**src/rtl/status_latch_pkg.sv**
```systemverilog
package status_latch_pkg;
  localparam int DATA_W = 16;
  localparam int ADDR_W = 6;

  localparam logic [ADDR_W-1:0] ADDR_E1_LAT  = 6'h08;
  localparam logic [ADDR_W-1:0] ADDR_T1_LAT  = 6'h09;
  localparam logic [ADDR_W-1:0] ADDR_E1_INT  = 6'h0C;
  localparam logic [ADDR_W-1:0] ADDR_T1_INT  = 6'h0D;
  localparam logic [ADDR_W-1:0] ADDR_E1_MASK = 6'h10;
  localparam logic [ADDR_W-1:0] ADDR_T1_MASK = 6'h11;

  typedef struct packed {
    logic rdAny;
    logic rdE1Lat;
    logic rdT1Lat;
    logic rdE1Int;
    logic rdT1Int;
    logic rdE1Mask;
    logic rdT1Mask;
    logic wrE1Mask;
    logic wrT1Mask;
    logic clrE1;
    logic clrT1;
  } ctrlStb_t;
endpackage

```
**src/rtl/status_edge_bank.sv**
```systemverilog
module status_edge_bank #(
  parameter int          NUM  = 7,
  parameter logic [NUM-1:0] RISE = '1,
  parameter logic [NUM-1:0] FALL = '0
) (
  input  logic           clk,
  input  logic           rst_n,
  input  logic [NUM-1:0] live,
  output logic [NUM-1:0] setVec
);
  logic [NUM-1:0] meta;
  logic [NUM-1:0] syncd;
  logic [NUM-1:0] prev;

  always_ff @(posedge clk or negedge rst_n) begin
    if (!rst_n) begin
      meta  <= '0;
      syncd <= '0;
      prev  <= '0;
    end else begin
      meta  <= live;
      syncd <= meta;
      prev  <= syncd;
    end
  end

  for (genvar b = 0; b < NUM; b++) begin : g_bit
    logic rose, fell;
    assign rose = syncd[b] & ~prev[b];
    assign fell = ~syncd[b] & prev[b];
    if (RISE[b] && FALL[b]) begin : g_both
      assign setVec[b] = rose | fell;
    end else if (RISE[b]) begin : g_rise
      assign setVec[b] = rose;
    end else if (FALL[b]) begin : g_fall
      assign setVec[b] = fell;
    end else begin : g_none
      assign setVec[b] = 1'b0;
    end
  end
endmodule

```
**src/rtl/status_latch_ctrl.sv**
```systemverilog
module status_latch_ctrl
  import status_latch_pkg::*;
(
  input  logic              clk,
  input  logic              rst_n,
  input  logic              rdStb,
  input  logic              wrStb,
  input  logic [ADDR_W-1:0] addr,
  output ctrlStb_t          stb
);
  logic clrE1Q, clrT1Q;

  always_comb begin
    stb          = '0;
    stb.rdAny    = rdStb;
    stb.rdE1Lat  = rdStb && (addr == ADDR_E1_LAT);
    stb.rdT1Lat  = rdStb && (addr == ADDR_T1_LAT);
    stb.rdE1Int  = rdStb && (addr == ADDR_E1_INT);
    stb.rdT1Int  = rdStb && (addr == ADDR_T1_INT);
    stb.rdE1Mask = rdStb && (addr == ADDR_E1_MASK);
    stb.rdT1Mask = rdStb && (addr == ADDR_T1_MASK);
    stb.wrE1Mask = wrStb && (addr == ADDR_E1_MASK);
    stb.wrT1Mask = wrStb && (addr == ADDR_T1_MASK);
    stb.clrE1    = clrE1Q;
    stb.clrT1    = clrT1Q;
  end

  always_ff @(posedge clk or negedge rst_n) begin
    if (!rst_n) begin
      clrE1Q <= 1'b0;
      clrT1Q <= 1'b0;
    end else begin
      clrE1Q <= rdStb && (addr == ADDR_E1_LAT || addr == ADDR_E1_INT);
      clrT1Q <= rdStb && (addr == ADDR_T1_LAT || addr == ADDR_T1_INT);
    end
  end
endmodule

```
**src/rtl/status_latch_dp.sv**
```systemverilog
module status_latch_dp
  import status_latch_pkg::*;
#(
  parameter int NUM_E1 = 7,
  parameter int NUM_T1 = 5,
  parameter logic [NUM_E1-1:0] E1_RISE = 7'b1111111,
  parameter logic [NUM_E1-1:0] E1_FALL = 7'b1110000,
  parameter logic [NUM_T1-1:0] T1_RISE = 5'b01111,
  parameter logic [NUM_T1-1:0] T1_FALL = 5'b10000
) (
  input  logic              clk,
  input  logic              rst_n,
  input  ctrlStb_t          stb,
  input  logic [NUM_E1-1:0] e1Live,
  input  logic [NUM_T1-1:0] t1Live,
  input  logic [DATA_W-1:0] wrData,
  output logic [DATA_W-1:0] rdData,
  output logic              irq,
  output logic [NUM_E1-1:0] e1Lat,
  output logic [NUM_T1-1:0] t1Lat,
  output logic [NUM_E1-1:0] e1Set,
  output logic [NUM_T1-1:0] t1Set,
  output logic [NUM_E1-1:0] e1Mask,
  output logic [NUM_T1-1:0] t1Mask
);
  localparam int PAD_E1 = DATA_W - NUM_E1;
  localparam int PAD_T1 = DATA_W - NUM_T1;

  logic [NUM_E1-1:0] e1Snap;
  logic [NUM_T1-1:0] t1Snap;
  logic [DATA_W-1:0] rdNext;

  status_edge_bank #(.NUM(NUM_E1), .RISE(E1_RISE), .FALL(E1_FALL)) i_e1Edge (
    .clk(clk), .rst_n(rst_n), .live(e1Live), .setVec(e1Set));

  status_edge_bank #(.NUM(NUM_T1), .RISE(T1_RISE), .FALL(T1_FALL)) i_t1Edge (
    .clk(clk), .rst_n(rst_n), .live(t1Live), .setVec(t1Set));

  always_comb begin
    rdNext = '0;
    if (stb.rdE1Lat)  rdNext = {{PAD_E1{1'b0}}, e1Lat};
    if (stb.rdT1Lat)  rdNext = {{PAD_T1{1'b0}}, t1Lat};
    if (stb.rdE1Int)  rdNext = {{PAD_E1{1'b0}}, e1Lat & e1Mask};
    if (stb.rdT1Int)  rdNext = {{PAD_T1{1'b0}}, t1Lat & t1Mask};
    if (stb.rdE1Mask) rdNext = {{PAD_E1{1'b0}}, e1Mask};
    if (stb.rdT1Mask) rdNext = {{PAD_T1{1'b0}}, t1Mask};
  end

  always_ff @(posedge clk or negedge rst_n) begin
    if (!rst_n) begin
      e1Lat  <= '0;
      t1Lat  <= '0;
      e1Snap <= '0;
      t1Snap <= '0;
      e1Mask <= '0;
      t1Mask <= '0;
      rdData <= '0;
    end else begin
      e1Lat <= (stb.clrE1 ? (e1Lat & ~e1Snap) : e1Lat) | e1Set;
      t1Lat <= (stb.clrT1 ? (t1Lat & ~t1Snap) : t1Lat) | t1Set;
      if (stb.rdE1Lat || stb.rdE1Int) e1Snap <= e1Lat;
      if (stb.rdT1Lat || stb.rdT1Int) t1Snap <= t1Lat;
      if (stb.wrE1Mask) e1Mask <= wrData[NUM_E1-1:0];
      if (stb.wrT1Mask) t1Mask <= wrData[NUM_T1-1:0];
      if (stb.rdAny) rdData <= rdNext;
    end
  end

  assign irq = |(e1Lat & e1Mask) | |(t1Lat & t1Mask);
endmodule

```
**src/rtl/status_latch_bank.sv**
```systemverilog
module status_latch_bank
  import status_latch_pkg::*;
(
  input  logic        clk,
  input  logic        rst_n,
  input  logic [6:0]  e1Live,
  input  logic [4:0]  t1Live,
  input  logic        rdStb,
  input  logic        wrStb,
  input  logic [5:0]  addr,
  input  logic [15:0] wrData,
  output logic [15:0] rdData,
  output logic        irq
);
  ctrlStb_t   stb;
  logic [6:0] e1Lat, e1Set, e1Mask;
  logic [4:0] t1Lat, t1Set, t1Mask;

  status_latch_ctrl i_ctrl (
    .clk(clk), .rst_n(rst_n), .rdStb(rdStb), .wrStb(wrStb),
    .addr(addr), .stb(stb));

  status_latch_dp #(.NUM_E1(7), .NUM_T1(5)) i_dp (
    .clk(clk), .rst_n(rst_n), .stb(stb),
    .e1Live(e1Live), .t1Live(t1Live), .wrData(wrData),
    .rdData(rdData), .irq(irq),
    .e1Lat(e1Lat), .t1Lat(t1Lat), .e1Set(e1Set), .t1Set(t1Set),
    .e1Mask(e1Mask), .t1Mask(t1Mask));
endmodule

```
**config.mk**
```make
export PLATFORM = sky130hd
export DESIGN_NAME = status_latch_bank
export DESIGN_NICKNAME = d
export VERILOG_FILES = /design/src/rtl/status_latch_pkg.sv /design/src/rtl/status_edge_bank.sv /design/src/rtl/status_latch_ctrl.sv /design/src/rtl/status_latch_dp.sv /design/src/rtl/status_latch_bank.sv
export SDC_FILE = /design/constraint.sdc
export NUM_CORES = 1
export LEC_CHECK = 0
export BUFFER_PORTS_ARGS = -buffer_cell sky130_fd_sc_hd__buf_4
export CORE_MARGIN = 2
export CORE_UTILIZATION = 45
export DETAILED_ROUTE_END_ITERATION = 6
export GPL_ROUTABILITY_DRIVEN = 0
export PLACE_DENSITY = 0.67
export SETUP_SLACK_MARGIN = 0.1
export SYNTH_ARGS = -nofsm -noshare
export SYNTH_HDL_FRONTEND = slang
export SYNTH_SLANG_ARGS = --single-unit
```
**constraint.sdc**
```tcl
create_clock -name clk -period 3.46 [get_ports clk]
set_clock_uncertainty 0.2 [all_clocks]
set_input_delay 0.173 -clock clk [delete_from_list [all_inputs] [get_ports clk]]
set_output_delay 0.173 -clock clk [all_outputs]
set_load 0.005 [all_outputs]
```
Word level (Yosys, flattened, before mapping). Cells that the tools add are included.

Memory bits (writable): 0. Bits in registers: 90. Output and inout bits: 17. Input port bits: 38. ROM bits: 0. Bits in latches: 0. Memories: 0.

$add $sub $neg: 0. $lt $le $gt $ge: 0. Reductions and logical operators: 16. Equal/unequal tests: 6. Multipliers: 0. Mux-type cells: 8. Divide/modulo/power cells: 0. Bitwise logic cells: 42. Shift operators: 0.

Operators by type and width (count): $mux 16 (5); $eq 6x4->1 const B (4); $and 1x1->1 (15); $not 1->1 (15); $and 7x7->7 (2); $mux 7 (2); $eq 6x5->1 const B (2); $and 5x5->5 (2); $logic_and 1x1->1 (10); $not 7->7 (1); $or 7x7->7 (1); $reduce_or 7->1 (1); $mux 5 (1); $not 5->5 (1); $or 5x5->5 (1); $reduce_or 5->1 (1); $logic_or 1x1->1 (4); $or 1x1->1 (4).

Logic depth before layout (Yosys ltp).
Depth after elaboration: 8. Depth in mapped cells: 6. Mapped depth without buffers: 5.

Modules after synthesis. A second synthesis with hierarchy kept.

Cells, all modules: 255. Area total of the unflattened synthesis: 3320.7 um^2.

Modules (own cells, without submodules): status_latch_dp (area each 2038.2 um^2, cells each 173, times used 1); status_edge_bank at i_dp.i_e1Edge (area each 606.8 um^2, cells each 32, times used 1); status_edge_bank at i_dp.i_t1Edge (area each 481.7 um^2, cells each 25, times used 1); status_latch_ctrl (area each 193.9 um^2, cells each 25, times used 1).

Worst setup path after synthesis. Ideal clock, no wire load.

Path kind: input to register. Start: in addr[2]. End: reg i_dp.rdData[1]. Path slack: 1668 ps. Required time: 3170 ps. Path buffers: 0. Library setup time: 90 ps. Stages: 4. Arrival: 1502 ps. Cells stage by stage: or4b_4 > or4b_4 > and3_1 > o221ai_1.

Cells in the longest elaborated chain, start to end: 8. Elaborated cells on any way between the ends: 18.

RTL lines: start, declared (line status_latch_bank.sv:10) `input logic [5:0] addr,`; $eq 6x4->1 (line status_latch_ctrl.sv:16) `stb.rdE1Lat = rdStb && (addr == ADDR_E1_LAT);`; $logic_and 1x1->1 (line status_latch_ctrl.sv:16); $mux 7 (line status_latch_dp.sv:41) `if (stb.rdE1Lat) rdNext = {{PAD_E1{1'b0}}, e1Lat};`; $mux 16 (line status_latch_dp.sv:42) `if (stb.rdT1Lat) rdNext = {{PAD_T1{1'b0}}, t1Lat};`; $mux 16 (line status_latch_dp.sv:43) `if (stb.rdE1Int) rdNext = {{PAD_E1{1'b0}}, e1Lat & e1Mask};`; $mux 16 (line status_latch_dp.sv:44) `if (stb.rdT1Int) rdNext = {{PAD_T1{1'b0}}, t1Lat & t1Mask};`; $mux 16 (line status_latch_dp.sv:45) `if (stb.rdE1Mask) rdNext = {{PAD_E1{1'b0}}, e1Mask};`; $mux 16 (*) (line status_latch_dp.sv:46) `if (stb.rdT1Mask) rdNext = {{PAD_T1{1'b0}}, t1Mask};`; end signal, assigned (line status_latch_dp.sv:65) `if (stb.rdAny) rdData <= rdNext;`; end, declared (line status_latch_dp.sv:17) `output logic [DATA_W-1:0] rdData,`.

Every way passes the cells marked *; elsewhere a longest branch is shown, timed or not. A chain may end at the register's enable or synchronous reset.

Worst setup path in the final report.
Start: in addr[2]. End: reg i_dp.t1Mask[4].

Cells in the longest elaborated chain, start to end: 2.

RTL lines: $eq 6x5->1 (line status_latch_ctrl.sv:23) `stb.wrT1Mask = wrStb && (addr == ADDR_T1_MASK);`; $logic_and 1x1->1 (line status_latch_ctrl.sv:23); end signal, assigned (line status_latch_dp.sv:64) `if (stb.wrT1Mask) t1Mask <= wrData[NUM_T1-1:0];`; end, declared (line status_latch_dp.sv:24) `output logic [NUM_T1-1:0] t1Mask`.

Every way passes these cells.

==> metrics.md <==
| Metric | Value |
|---|---|
| Synth area leaders | `dfrtp_1 66%, mux2_2 8.0%, nand2_1 4.0%, o21ai_0 3.2%, buf_4 2.2%` |
| Max-Cap Viols | `0` |
| Arr. time, crit path | `2.46 ns` |
| Setup TNS | `0 ns` |
| Initial DRC Count | `100` |
| Chip width | `86.8 um` |
| Top cell type's share of synthesized area | `65.7%` |
| Crit Path Class | `in -> reg` |
| Worst vdd ir | `0.253 mV` |
| Clk sink count | `81` |
| CTS tree | `built` |
| Vias | `1,982` |
| Slowest cell on crit path | `or4b_4` |
| Layout Nets | `350` |
| Die Area | `7530 um^2` |
| HPWL Detailed | `3.56 mm` |
| I/O Pins | `55` |
| GRT Total Usage | `16.4%` |
| Synthesis-to-layout area growth | `23.2%` |
| Hold crit path type | `in -> reg` |
| Internal power | `1460 uW` |
| Synth cell types | `38` |
| CTS resizes | `0` |
| Mapped Area | `between 3000 and 4000 um^2` |
| Final wirelength | `5.37 mm` |
| Fraction of layout cells with a size suffix above 1 | `23.5%` |
| Worst path top cell family by delay | `simple AND/OR/NAND/NOR gates` |
| Sequential-to-total area share from yosys stat | `65.7%` |
| Pwr Density | `497 nW/um^2` |
| First-pass GRT wire length | `9.24 mm` |
| TritonRoute pass-1 iters | `4` |
| Clk network pwr share | `33.6%` |
| Clock root cell | `clkbuf_8` |
| Max Transition Viols Final | `0` |
| Antenna-violating nets left | `0` |
| Setup bufs post-CTS | `0` |
| Worst R2R Start | `i_dp.t1Lat[2]` |
| # diodes | `0` |
| Flops & latches, synth | `81` |
| DRC | `0` |
| Max Fclk | `412 MHz` |
| Status | `complete, no violations` |
| Logic pwr share | `9.7%` |
| RSZ-0062 raised after global routing | `false` |
| Max incr delay on CP | `about 0.60 ns` |
| Most frequent cells in the layout | `81 x dfrtp_1, 37 x buf_4, 33 x nand2_1` |
| Net Sw Frac | `22.9%` |
| Initial antenna violation count | `0` |
| Synth warn | `0` |
| Final hold vios | `0` |
| Synthesized area per cell | `roughly 12 um^2` |
| Clock latency on the worst-skew pair | `0.35 ns` |
| Worst setup startpoint | `addr[2]` |
| Number of buffers added on ports | `36` |
| # H-tree levels | `3` |
| Tcrit/Tclk final | `70.2%` |
| Total CTS buffers | `9` |
| Commonest non-fill, non-tap cell in the layout | `dfrtp_1` |
| Startpoint types | `input pin` |
| Minimum clock period | `2.43 ns` |
| Crit. End Element | `register` |
| Cell count after synthesis | `248` |
| Initial cell density of the core | `45.9%` |
| Total power | `between 1500 and 2000 uW` |
| Sequential power share | `56.8%` |
| Slew headroom | `34.4%` |
| WL per Instance | `13.6 um` |
| Avg Vias per Cell | `5.02` |
| Min-delay src | `addr[1]` |
| Leak | `0.00175 uW` |
| Worst EP required | `3.49 ns` |
| Crit-path cells | `dlygate4sd3_1 -> buf_4 -> or4b_4 -> nor2_1 -> nand2_1 -> mux2_2` |
| Synth area leader | `dfrtp_1` |
| GRT overflow | `0` |
| Buf+Inv Stages, Crit Path | `2` |
| Slew @ Worst Pin | `roughly 0.98 ns` |
| # setup viols final | `0` |
| Number of global-route vias before repair | `1,951` |
| Post-CTS Hold Fix Bufs | `22` |
| Largest net degree at the start of global routing | `82` |
| CTS clk-pin slew, worst paths | `around 0.07 ns` |
| FP Rows | `30` |
| Area of the core | `6720 um^2` |
| Die height | `around 87 um` |
| CTS Buffer Depth | `2` |
| Switching power | `432 uW` |
| CP max FO | `13` |
## synthesized netlist by cell type
master      n
nand4bb_1   1
nor2_1      3
dfrtp_1    81
o21ai_1     1
a21oi_1     2
nand3_1     3
buf_4       9
o31ai_1     1
conb_1      1
a221oi_1    3
mux2i_1     2
or3_1       1
and2b_1     1
mux2_2     22
a22oi_1     3
and3_1      2
nor3_1      3
a41oi_1     1
inv_1      18
nand2b_1    2
or4b_4      2
and2_1      3
nand2_1    33
and3b_1     1
o21ai_0    20
a22o_1      3
or2_2       1
clkbuf_1    4
xnor2_1     3
buf_1       1
o221ai_1    4
nand3b_1    1
nand4_1     2
a31oi_1     2
a211oi_1    1
o211ai_1    3
nor2b_1     1
o22ai_1     3
## final cells by class
type	count	area (um^2)
clock buffers	11	131
clock inverters	3	43.8
fillers	578	2920
inverters	18	67.6
multi-input cells	143	933
flip-flops and latches	81	2030
well taps	80	100
repair buffers	59	498
## worst paths after layout
kind	depth (start not counted)	slack [ns]	endpoint
setup / recovery	6	1.03	i_dp.t1Mask[4]
hold / removal	3	0.06	i_ctrl.clrE1Q
setup reg to reg	5	2.04	i_dp.rdData[2]
hold reg to reg	0	0.15	i_dp.i_e1Edge.syncd[2]
max in group asynchronous	2	2.09	i_dp.i_e1Edge.prev[3]
min in group asynchronous	2	0.32	i_dp.i_e1Edge.meta[6]
## logic make-up after synthesis
family | Yosys count | share of synthesized area [%]
muxes | 24 | 8.68
xor gates and xnor gates | 3 | 0.852
buffers and inverters | 32 | 4.99
and+or+nand+nor | 60 | 9.82
DFF | 81 | 65.7
AOI/OAI and AO/OA | 47 | 9.82
other | 1 | 0.122
## state kept, by name, summed over array words and instances (netlist names)
signal / count
i_dp.e1Lat: 7
i_dp.e1Mask: 7
i_dp.e1Snap: 7
i_dp.i_e1Edge.meta: 7
i_dp.i_e1Edge.prev: 7
i_dp.i_e1Edge.syncd: 7
i_dp.rdData: 7
i_dp.i_t1Edge.meta: 5
i_dp.i_t1Edge.prev: 5
i_dp.i_t1Edge.syncd: 5
i_dp.t1Lat: 5
i_dp.t1Mask: 5
i_dp.t1Snap: 5
i_ctrl.clrE1Q: 1
i_ctrl.clrT1Q: 1
## stage by stage
step	hold slack, ns	instance area (um^2)	instances	setup slack [ns]	util [%]
4_1_cts	0.0459	3800	395	1.03	56.6
5_1_grt	0.0676	3800	395	0.869	56.6
2_1_floorplan	-0.323	3110	256	1.67	-
3_3_place_gp	0.0821	3410	359	1.24	50.7
3_5_place_dp	0.0833	3410	359	1.22	50.7
6_report	0.0627	3800	395	1.03	56.6
## worst min-delay path: stages
cell	delay, ns
buf_4	0.14
nor3_1	0.06
buf_4	0.18
## power groups by stage
stage          combinational [uW]  sequential [uW]  clock (uW)
2_1_floorplan                 104             1080           0
3_3_place_gp                  159             1090           0
3_5_place_dp                  166             1090           0
4_1_cts                       186             1070         654
5_1_grt                       205             1080         707
6_report                      183             1070         634
## per-layer routing
layer	share of wire, %	track usage, %
met2	45	23.3
met1	46	22.3
met4	3.1	9.80
met3	5.5	4.57
met5	0	0
Power figures use the tool's default switching activity.
